File: config.mk
export PLATFORM = sky130hd
export DESIGN_NAME = tclk_ctrl
export DESIGN_NICKNAME = d
export VERILOG_FILES = /design/src/rtl/tclk_pkg.sv /design/src/rtl/tclk_sync.sv /design/src/rtl/tclk_bus_regs.sv /design/src/rtl/tclk_dom_apply.sv /design/src/rtl/tclk_gate.sv /design/src/rtl/tclk_prescale.sv /design/src/rtl/tclk_ctrl.sv
export SDC_FILE = /design/constraint.sdc
export NUM_CORES = 1
export LEC_CHECK = 0
export ABC_CLOCK_PERIOD_IN_PS = 2950
export BUFFER_PORTS_ARGS = -buffer_cell sky130_fd_sc_hd__buf_2
export CORE_MARGIN = 2
export CORE_UTILIZATION = 57
export DETAILED_ROUTE_END_ITERATION = 7
export GPL_TIMING_DRIVEN = 1
export PLACE_DENSITY = 0.83
export SETUP_SLACK_MARGIN = 0.05
export SYNTH_ARGS = -nofsm -noshare
export SYNTH_HDL_FRONTEND = slang
export SYNTH_SLANG_ARGS = --single-unit
File: constraint.sdc
create_clock -name clk -period 2.95 [get_ports clk]
set_input_delay 0 -clock clk [delete_from_list [all_inputs] [get_ports clk]]
set_output_delay 0 -clock clk [all_outputs]
set_load 0.1 [all_outputs]
File: src/rtl/tclk_pkg.sv
package tclk_pkg;

    typedef enum logic {
        SRC_GEN = 1'b0,
        SRC_LF  = 1'b1
    } src_e;

    typedef struct packed {
        src_e sel;
        logic en;
    } clk_cfg_t;

    typedef struct packed {
        logic gen;
        logic lf;
    } src_pair_t;

    function automatic logic pick_src(input src_e s, input src_pair_t p);
        return (s == SRC_LF) ? p.lf : p.gen;
    endfunction

    function automatic logic dual_change(input clk_cfg_t cur, input clk_cfg_t nxt);
        return (cur.sel != nxt.sel) && (cur.en != nxt.en);
    endfunction

endpackage

File: src/rtl/tclk_sync.sv
module tclk_sync #(
    parameter int STAGES = 2
) (
    input  logic clk,
    input  logic rst,
    input  logic adv,
    input  logic d,
    output logic q
);
    logic [STAGES-1:0] chain;

    generate
        if (STAGES == 1) begin : g_one
            always_ff @(posedge clk) begin
                if (rst)      chain <= '0;
                else if (adv) chain <= d;
            end
        end else begin : g_many
            always_ff @(posedge clk) begin
                if (rst)      chain <= '0;
                else if (adv) chain <= {chain[STAGES-2:0], d};
            end
        end
    endgenerate

    assign q = chain[STAGES-1];
endmodule

File: src/rtl/tclk_bus_regs.sv
module tclk_bus_regs
    import tclk_pkg::*;
(
    input  logic     clk,
    input  logic     rst,
    input  logic     wr,
    input  clk_cfg_t wr_cfg,
    input  logic     ack_s,
    output clk_cfg_t cfg,
    output logic     busy,
    output logic     req
);
    logic accept;

    // a write is taken only when idle and not flipping both fields
    assign accept = wr && !busy && !dual_change(cfg, wr_cfg);

    always_ff @(posedge clk) begin
        if (rst) begin
            cfg  <= '{sel: SRC_GEN, en: 1'b0};
            busy <= 1'b0;
            req  <= 1'b0;
        end else if (accept) begin
            cfg  <= wr_cfg;
            busy <= 1'b1;
            req  <= ~req;
        end else if (busy && (ack_s == req)) begin
            busy <= 1'b0;
        end
    end
endmodule

File: src/rtl/tclk_dom_apply.sv
module tclk_dom_apply
    import tclk_pkg::*;
#(
    parameter int STAGES = 2
) (
    input  logic     clk,
    input  logic     rst,
    input  clk_cfg_t sw_cfg,
    input  logic     req,
    input  logic     src_rise,
    output clk_cfg_t act,
    output logic     ack
);
    logic req_s;

    // request toggle advances only on edges of the chosen source
    tclk_sync #(.STAGES(STAGES)) u_req_sync (
        .clk (clk),
        .rst (rst),
        .adv (src_rise),
        .d   (req),
        .q   (req_s)
    );

    always_ff @(posedge clk) begin
        if (rst) begin
            act <= '{sel: SRC_GEN, en: 1'b0};
            ack <= 1'b0;
        end else if (src_rise && (req_s != ack)) begin
            act <= sw_cfg;
            ack <= req_s;
        end
    end
endmodule

File: src/rtl/tclk_gate.sv
module tclk_gate
    import tclk_pkg::*;
(
    input  logic      clk,
    input  logic      rst,
    input  src_pair_t lvl,
    input  src_pair_t rise,
    input  clk_cfg_t  act,
    output src_e      o_sel,
    output logic      o_on,
    output logic      gclk,
    output logic      pulse
);
    logic cur_low;
    logic nxt_low;

    assign cur_low = !pick_src(o_sel, lvl);
    assign nxt_low = !pick_src(act.sel, lvl);

    // switch only with both involved sources low: no short phase
    always_ff @(posedge clk) begin
        if (rst) begin
            o_sel <= SRC_GEN;
            o_on  <= 1'b0;
        end else if (cur_low && nxt_low) begin
            o_sel <= act.sel;
            o_on  <= act.en;
        end
    end

    assign gclk  = o_on & pick_src(o_sel, lvl);
    assign pulse = o_on & pick_src(o_sel, rise);
endmodule

File: src/rtl/tclk_prescale.sv
module tclk_prescale #(
    parameter int PRE_W = 16,
    parameter int CNT_W = 32,
    parameter int TAP   = 2
) (
    input  logic             clk,
    input  logic             rst,
    input  logic             pulse,
    input  logic             freeze,
    input  logic             cnt_en,
    output logic             tick,
    output logic [CNT_W-1:0] count
);
    localparam logic [PRE_W-1:0] TAP_MASK = {PRE_W{1'b1}} >> (PRE_W - TAP);

    logic [PRE_W-1:0] pre;
    logic             run;
    logic             wrap;

    assign run  = pulse & ~freeze;
    assign wrap = (pre & TAP_MASK) == TAP_MASK;

    always_ff @(posedge clk) begin
        if (rst) begin
            pre   <= '0;
            tick  <= 1'b0;
            count <= '0;
        end else begin
            tick <= run && wrap;
            if (run) pre <= pre + 1'b1;
            if (run && wrap && cnt_en) count <= count + 1'b1;
        end
    end
endmodule

File: src/rtl/tclk_ctrl.sv
module tclk_ctrl
    import tclk_pkg::*;
#(
    parameter int PRE_W       = 16,
    parameter int CNT_W       = 32,
    parameter int TAP         = 2,
    parameter int SYNC_STAGES = 2
) (
    input  logic             clk,
    input  logic             rst,
    input  logic             src_gen_i,
    input  logic             src_lf_i,
    input  logic             xtal_mode_i,
    input  logic             wr_clk_i,
    input  logic             wr_sel_i,
    input  logic             wr_en_i,
    input  logic             wr_ctl_i,
    input  logic             wr_cnt_en_i,
    input  logic             dbg_halt_i,
    input  logic             dbg_run_global_i,
    input  logic             dbg_run_periph_i,
    output logic             clk_sel_o,
    output logic             clk_en_o,
    output logic             busy_o,
    output logic             cnt_en_o,
    output logic             gclk_o,
    output logic             tick_o,
    output logic [CNT_W-1:0] count_o
);
    src_pair_t lvl;
    src_pair_t lvl_q;
    src_pair_t rise;
    clk_cfg_t  wr_cfg;
    clk_cfg_t  sw_cfg;
    clk_cfg_t  act_cfg;
    logic      req;
    logic      ack;
    logic      ack_s;
    logic      sel_rise;
    logic      gate_on;
    src_e      gate_sel;
    logic      gpulse;
    logic      freeze;
    logic      cnt_en_q;

    // oscillator-derived source is absent outside crystal mode
    assign lvl  = '{gen: src_gen_i, lf: src_lf_i & xtal_mode_i};
    assign rise = lvl & ~lvl_q;

    always_ff @(posedge clk) begin
        if (rst) lvl_q <= '0;
        else     lvl_q <= lvl;
    end

    assign wr_cfg = '{sel: src_e'(wr_sel_i), en: wr_en_i};

    tclk_bus_regs u_regs (
        .clk    (clk),
        .rst    (rst),
        .wr     (wr_clk_i),
        .wr_cfg (wr_cfg),
        .ack_s  (ack_s),
        .cfg    (sw_cfg),
        .busy   (busy_o),
        .req    (req)
    );

    assign sel_rise = pick_src(sw_cfg.sel, rise);

    tclk_dom_apply #(.STAGES(SYNC_STAGES)) u_apply (
        .clk      (clk),
        .rst      (rst),
        .sw_cfg   (sw_cfg),
        .req      (req),
        .src_rise (sel_rise),
        .act      (act_cfg),
        .ack      (ack)
    );

    tclk_sync #(.STAGES(SYNC_STAGES)) u_ack_sync (
        .clk (clk),
        .rst (rst),
        .adv (1'b1),
        .d   (ack),
        .q   (ack_s)
    );

    tclk_gate u_gate (
        .clk   (clk),
        .rst   (rst),
        .lvl   (lvl),
        .rise  (rise),
        .act   (act_cfg),
        .o_sel (gate_sel),
        .o_on  (gate_on),
        .gclk  (gclk_o),
        .pulse (gpulse)
    );

    always_ff @(posedge clk) begin
        if (rst)           cnt_en_q <= 1'b0;
        else if (wr_ctl_i) cnt_en_q <= wr_cnt_en_i;
    end

    assign freeze = dbg_halt_i & ~(dbg_run_global_i & dbg_run_periph_i);

    tclk_prescale #(.PRE_W(PRE_W), .CNT_W(CNT_W), .TAP(TAP)) u_presc (
        .clk    (clk),
        .rst    (rst),
        .pulse  (gpulse),
        .freeze (freeze),
        .cnt_en (cnt_en_q),
        .tick   (tick_o),
        .count  (count_o)
    );

    assign clk_sel_o = sw_cfg.sel;
    assign clk_en_o  = sw_cfg.en;
    assign cnt_en_o  = cnt_en_q;
endmodule

==> run metrics <==
status complete, no violations; Logic pwr share 0.078; DRT Pass-1 Iters 4; switching share of total power 0.246; most frequent cell after synthesis dfxtp_1; CTS sink count between 50 and 60; DP HPWL roughly 3500 µm; Worst Hold Class in -> reg; clock root buffer clkbuf_8; Final ANT Viol Nets 0; post-CTS setup buffer count 0; Mapped Cells between 200 and 300; Yosys warning count 0; H-tree depth 2; DR WL/cell between 10 and 15 µm; top cells by instance count after synthesis 51 x dfxtp_1, 29 x a21oi_1, 19 x nor2_1; first-pass GRT wire length just under 9000 µm; max-cap violation count 0; die width 69.4 µm; Port Buf Inserts 50; top-area cell type share of the netlist area 0.419; Fin. Hold Viols 0; part of the Yosys area used for sequential elements 0.419; crit path time final around 2.2 ns; Core Region between 0.004 and 0.005 mm²; CP arrival about 2.4 ns; fin nets between 300 and 400; slew at the pin closest to its max-slew limit approximately 0.92 ns; Rel. slew slack 0.387; Critical R2R Launch u_gate.o_sel$_SDFFE_PP0P_; io pins 51; post-DR vias/cell 6.00; FP Rows 23; power density over the cells between 400 and 500 mW/mm²; hold buffer count at CTS 5; post-route cell area between 0.002 and 0.003 mm²; setup TNS 0 ns; Post-synth top flop dfxtp_1; crit-path max FO 56; total grt overflow 0; met3 global-route usage 0.0509; syn_area_per_cell 8.77 µm²; Worst Path Required around 3.2 ns; switching power approximately 0.30 mW; RSZ-0062 raised after global routing no; syn nets a little under 300; Area after DPL ~0.0027 mm²; critical path class reg -> reg; initial antenna violation count 0; total track usage 0.222; top cells by area, synth dfxtp_1 42%, a21oi_1 6.0%, o31ai_1 5.2%; CTS tree done; PostCTS Resize Cnt 0; clock power share 0.339; DRC viols 0; Int Power ~0.91 mW; min-delay src src_lf_i; Post-Route WL around 5300 µm; fillers approximately 330; Fmax 464 MHz; reg2reg end u_presc.count[30]$_SDFFE_PP0P_; sequential share of power 0.583; CP Capture Type flop; Yosys cell types 40; CTS Buf Count 5; Die Ht 69.4 µm; Starting DRT DRC Count about 180; Worst Clk Skew between 0.009 and 0.01 ns; Static Leak around 1.1 nW; M2 GR Usage 0.343; crit path to u_presc.count[30]$_SDFFE_PP0P_; R2R Setup Slk roughly 0.8 ns; full die area between 0.004 and 0.005 mm²; Post-synth EDFFs 0; maximum VDD drop between 200 and 300 µV; Synth area leader dfxtp_1; cell area after synthesis roughly 0.0024 mm²; crit path from u_gate.o_sel$_SDFFE_PP0P_; met1 usage 0.299; Worst-path clk slew ~0.090 ns; Clock Latency Late Sink 0.31 ns; clock tree buffer depth 2; Ant. Diodes 0; synth-to-layout area growth 15.0%; R2R cell count 5; Final Cycle Share 0.731; vias in the first global route 1939; largest net degree at the start of global routing 57; GRT busiest layer met2; total vias in the final route about 2200; flop and latch count out of synthesis between 50 and 60; Finish-stage setup viols 0; startpoint types flop; fraction of layout cells with a size suffix above 1 0.185; GP Congestion between 0.7 and 0.8; asr flop ratio synth 0; Starting Density 0.601; Final Slew Violations 0
-- through the flow --
| step | setup slack (ns) | total power, mW | hold slack, ns | utilization | cells |
|---|---|---|---|---|---|
| 6_report | 0.793 | 1.21 | 0.129 | 0.691 | 374 |
| 3_5_place_dp | 0.807 | 0.810 | 0.259 | 0.657 | 362 |
| 4_1_cts | 0.803 | 1.21 | 0.131 | 0.691 | 374 |
| 3_3_place_gp | 0.853 | 0.808 | 0.238 | 0.657 | 362 |
| 2_1_floorplan | 0.459 | 0.789 | 0.128 | - | 278 |
| 5_1_grt | 0.657 | 1.26 | 0.158 | 0.691 | 374 |
-- how the worst min path moves through the flow --
stage,end,slack (ns),cells past startpoint
final,lvl_q[0]$_SDFF_PP0_,0.13,3
after global routing,lvl_q[0]$_SDFF_PP0_,0.16,3
after CTS,lvl_q[0]$_SDFF_PP0_,0.13,3
after detailed placement,cnt_en_o$_SDFFE_PP0P_,0.26,3
after global placement,cnt_en_o$_SDFFE_PP0P_,0.24,3
after floorplan,lvl_q[1]$_SDFF_PP0_,0.13,1
-- state kept, by name, summed over array words and instances, names as in the netlist --
register	count
cnt_en_o	1
u_gate.o_sel	1
u_regs.busy	1
lvl_q	2
u_gate.o_on	1
u_regs.cfg	2
u_ack_sync.chain	2
u_apply.u_req_sync.chain	2
u_presc.pre	2
u_presc.tick	1
u_apply.ack	1
u_presc.count	32
u_regs.req	1
u_apply.act	2
-- power by group through the flow --
stage / sequential, mW / combinational (mW) / clock [mW]
6_report: 0.705 / 0.0945 / 0.410
2_1_floorplan: 0.750 / 0.0394 / 0
4_1_cts: 0.705 / 0.0948 / 0.415
3_5_place_dp: 0.721 / 0.0890 / 0
5_1_grt: 0.706 / 0.102 / 0.448
3_3_place_gp: 0.721 / 0.0875 / 0
-- worst max-delay path, cell delays in order (launching register included) --
cell and delay, ns:
dfxtp_1 0.36, or3b_1 0.40, a211o_1 0.30, buf_4 0.27
nor4_1 0.35, mux2_2 0.37
-- layout by cell type, fill, tap and decap left out, drive strengths merged, types with 2 or more instances in the layout --
cell         synthesis  layout
dfxtp               51      51
buf                  9      51
a21oi               29      29
nor2                19      19
o31ai               17      17
or4                 17      17
nand2               15      15
nand4               12      12
o21ai               12      12
nand3               11      11
mux2i                9       9
or3                  8       8
and4                 7       7
nor2b                7       7
xor2                 6       6
clkbuf               8       6
and2                 5       5
and3                 5       5
dlygate4sd3          0       5
nor4                 4       4
mux2                 4       4
inv                  3       3
a21boi               2       2
a211o                2       2
nor3b                2       2
o21a                 2       2
ha                   2       2
-- final cells by class --
class,count,area (µm²),area share
Multi-Input combinational cell,207,1320,0.469
Clock inverter,1,5.00,0.00178
Timing Repair Buffer,56,308,0.110
Inverter,3,11.3,0.00401
Sequential cell,51,1020,0.364
Clock buffer,6,82.6,0.0294
Tap cell,50,62.6,0.0223
-- layer usage --
metal  up-vias  routed length [µm]
met4         0                 104
met3         9                 264
met5         -                   0
met1      1039                2430
met2        56                2470
li1       1139                   -
-- logic make-up after synthesis --
family	after synthesis	share of synthesized area
DFF	51	0.419
xor gates and xnor gates	7	0.0251
AOI/OAI and AO/OA	67	0.166
and+or+nand+nor	118	0.282
muxes	13	0.0554
adders and majority gates	2	0.0103
buffers and inverters	20	0.0421
(Power assumes the default switching activity.)
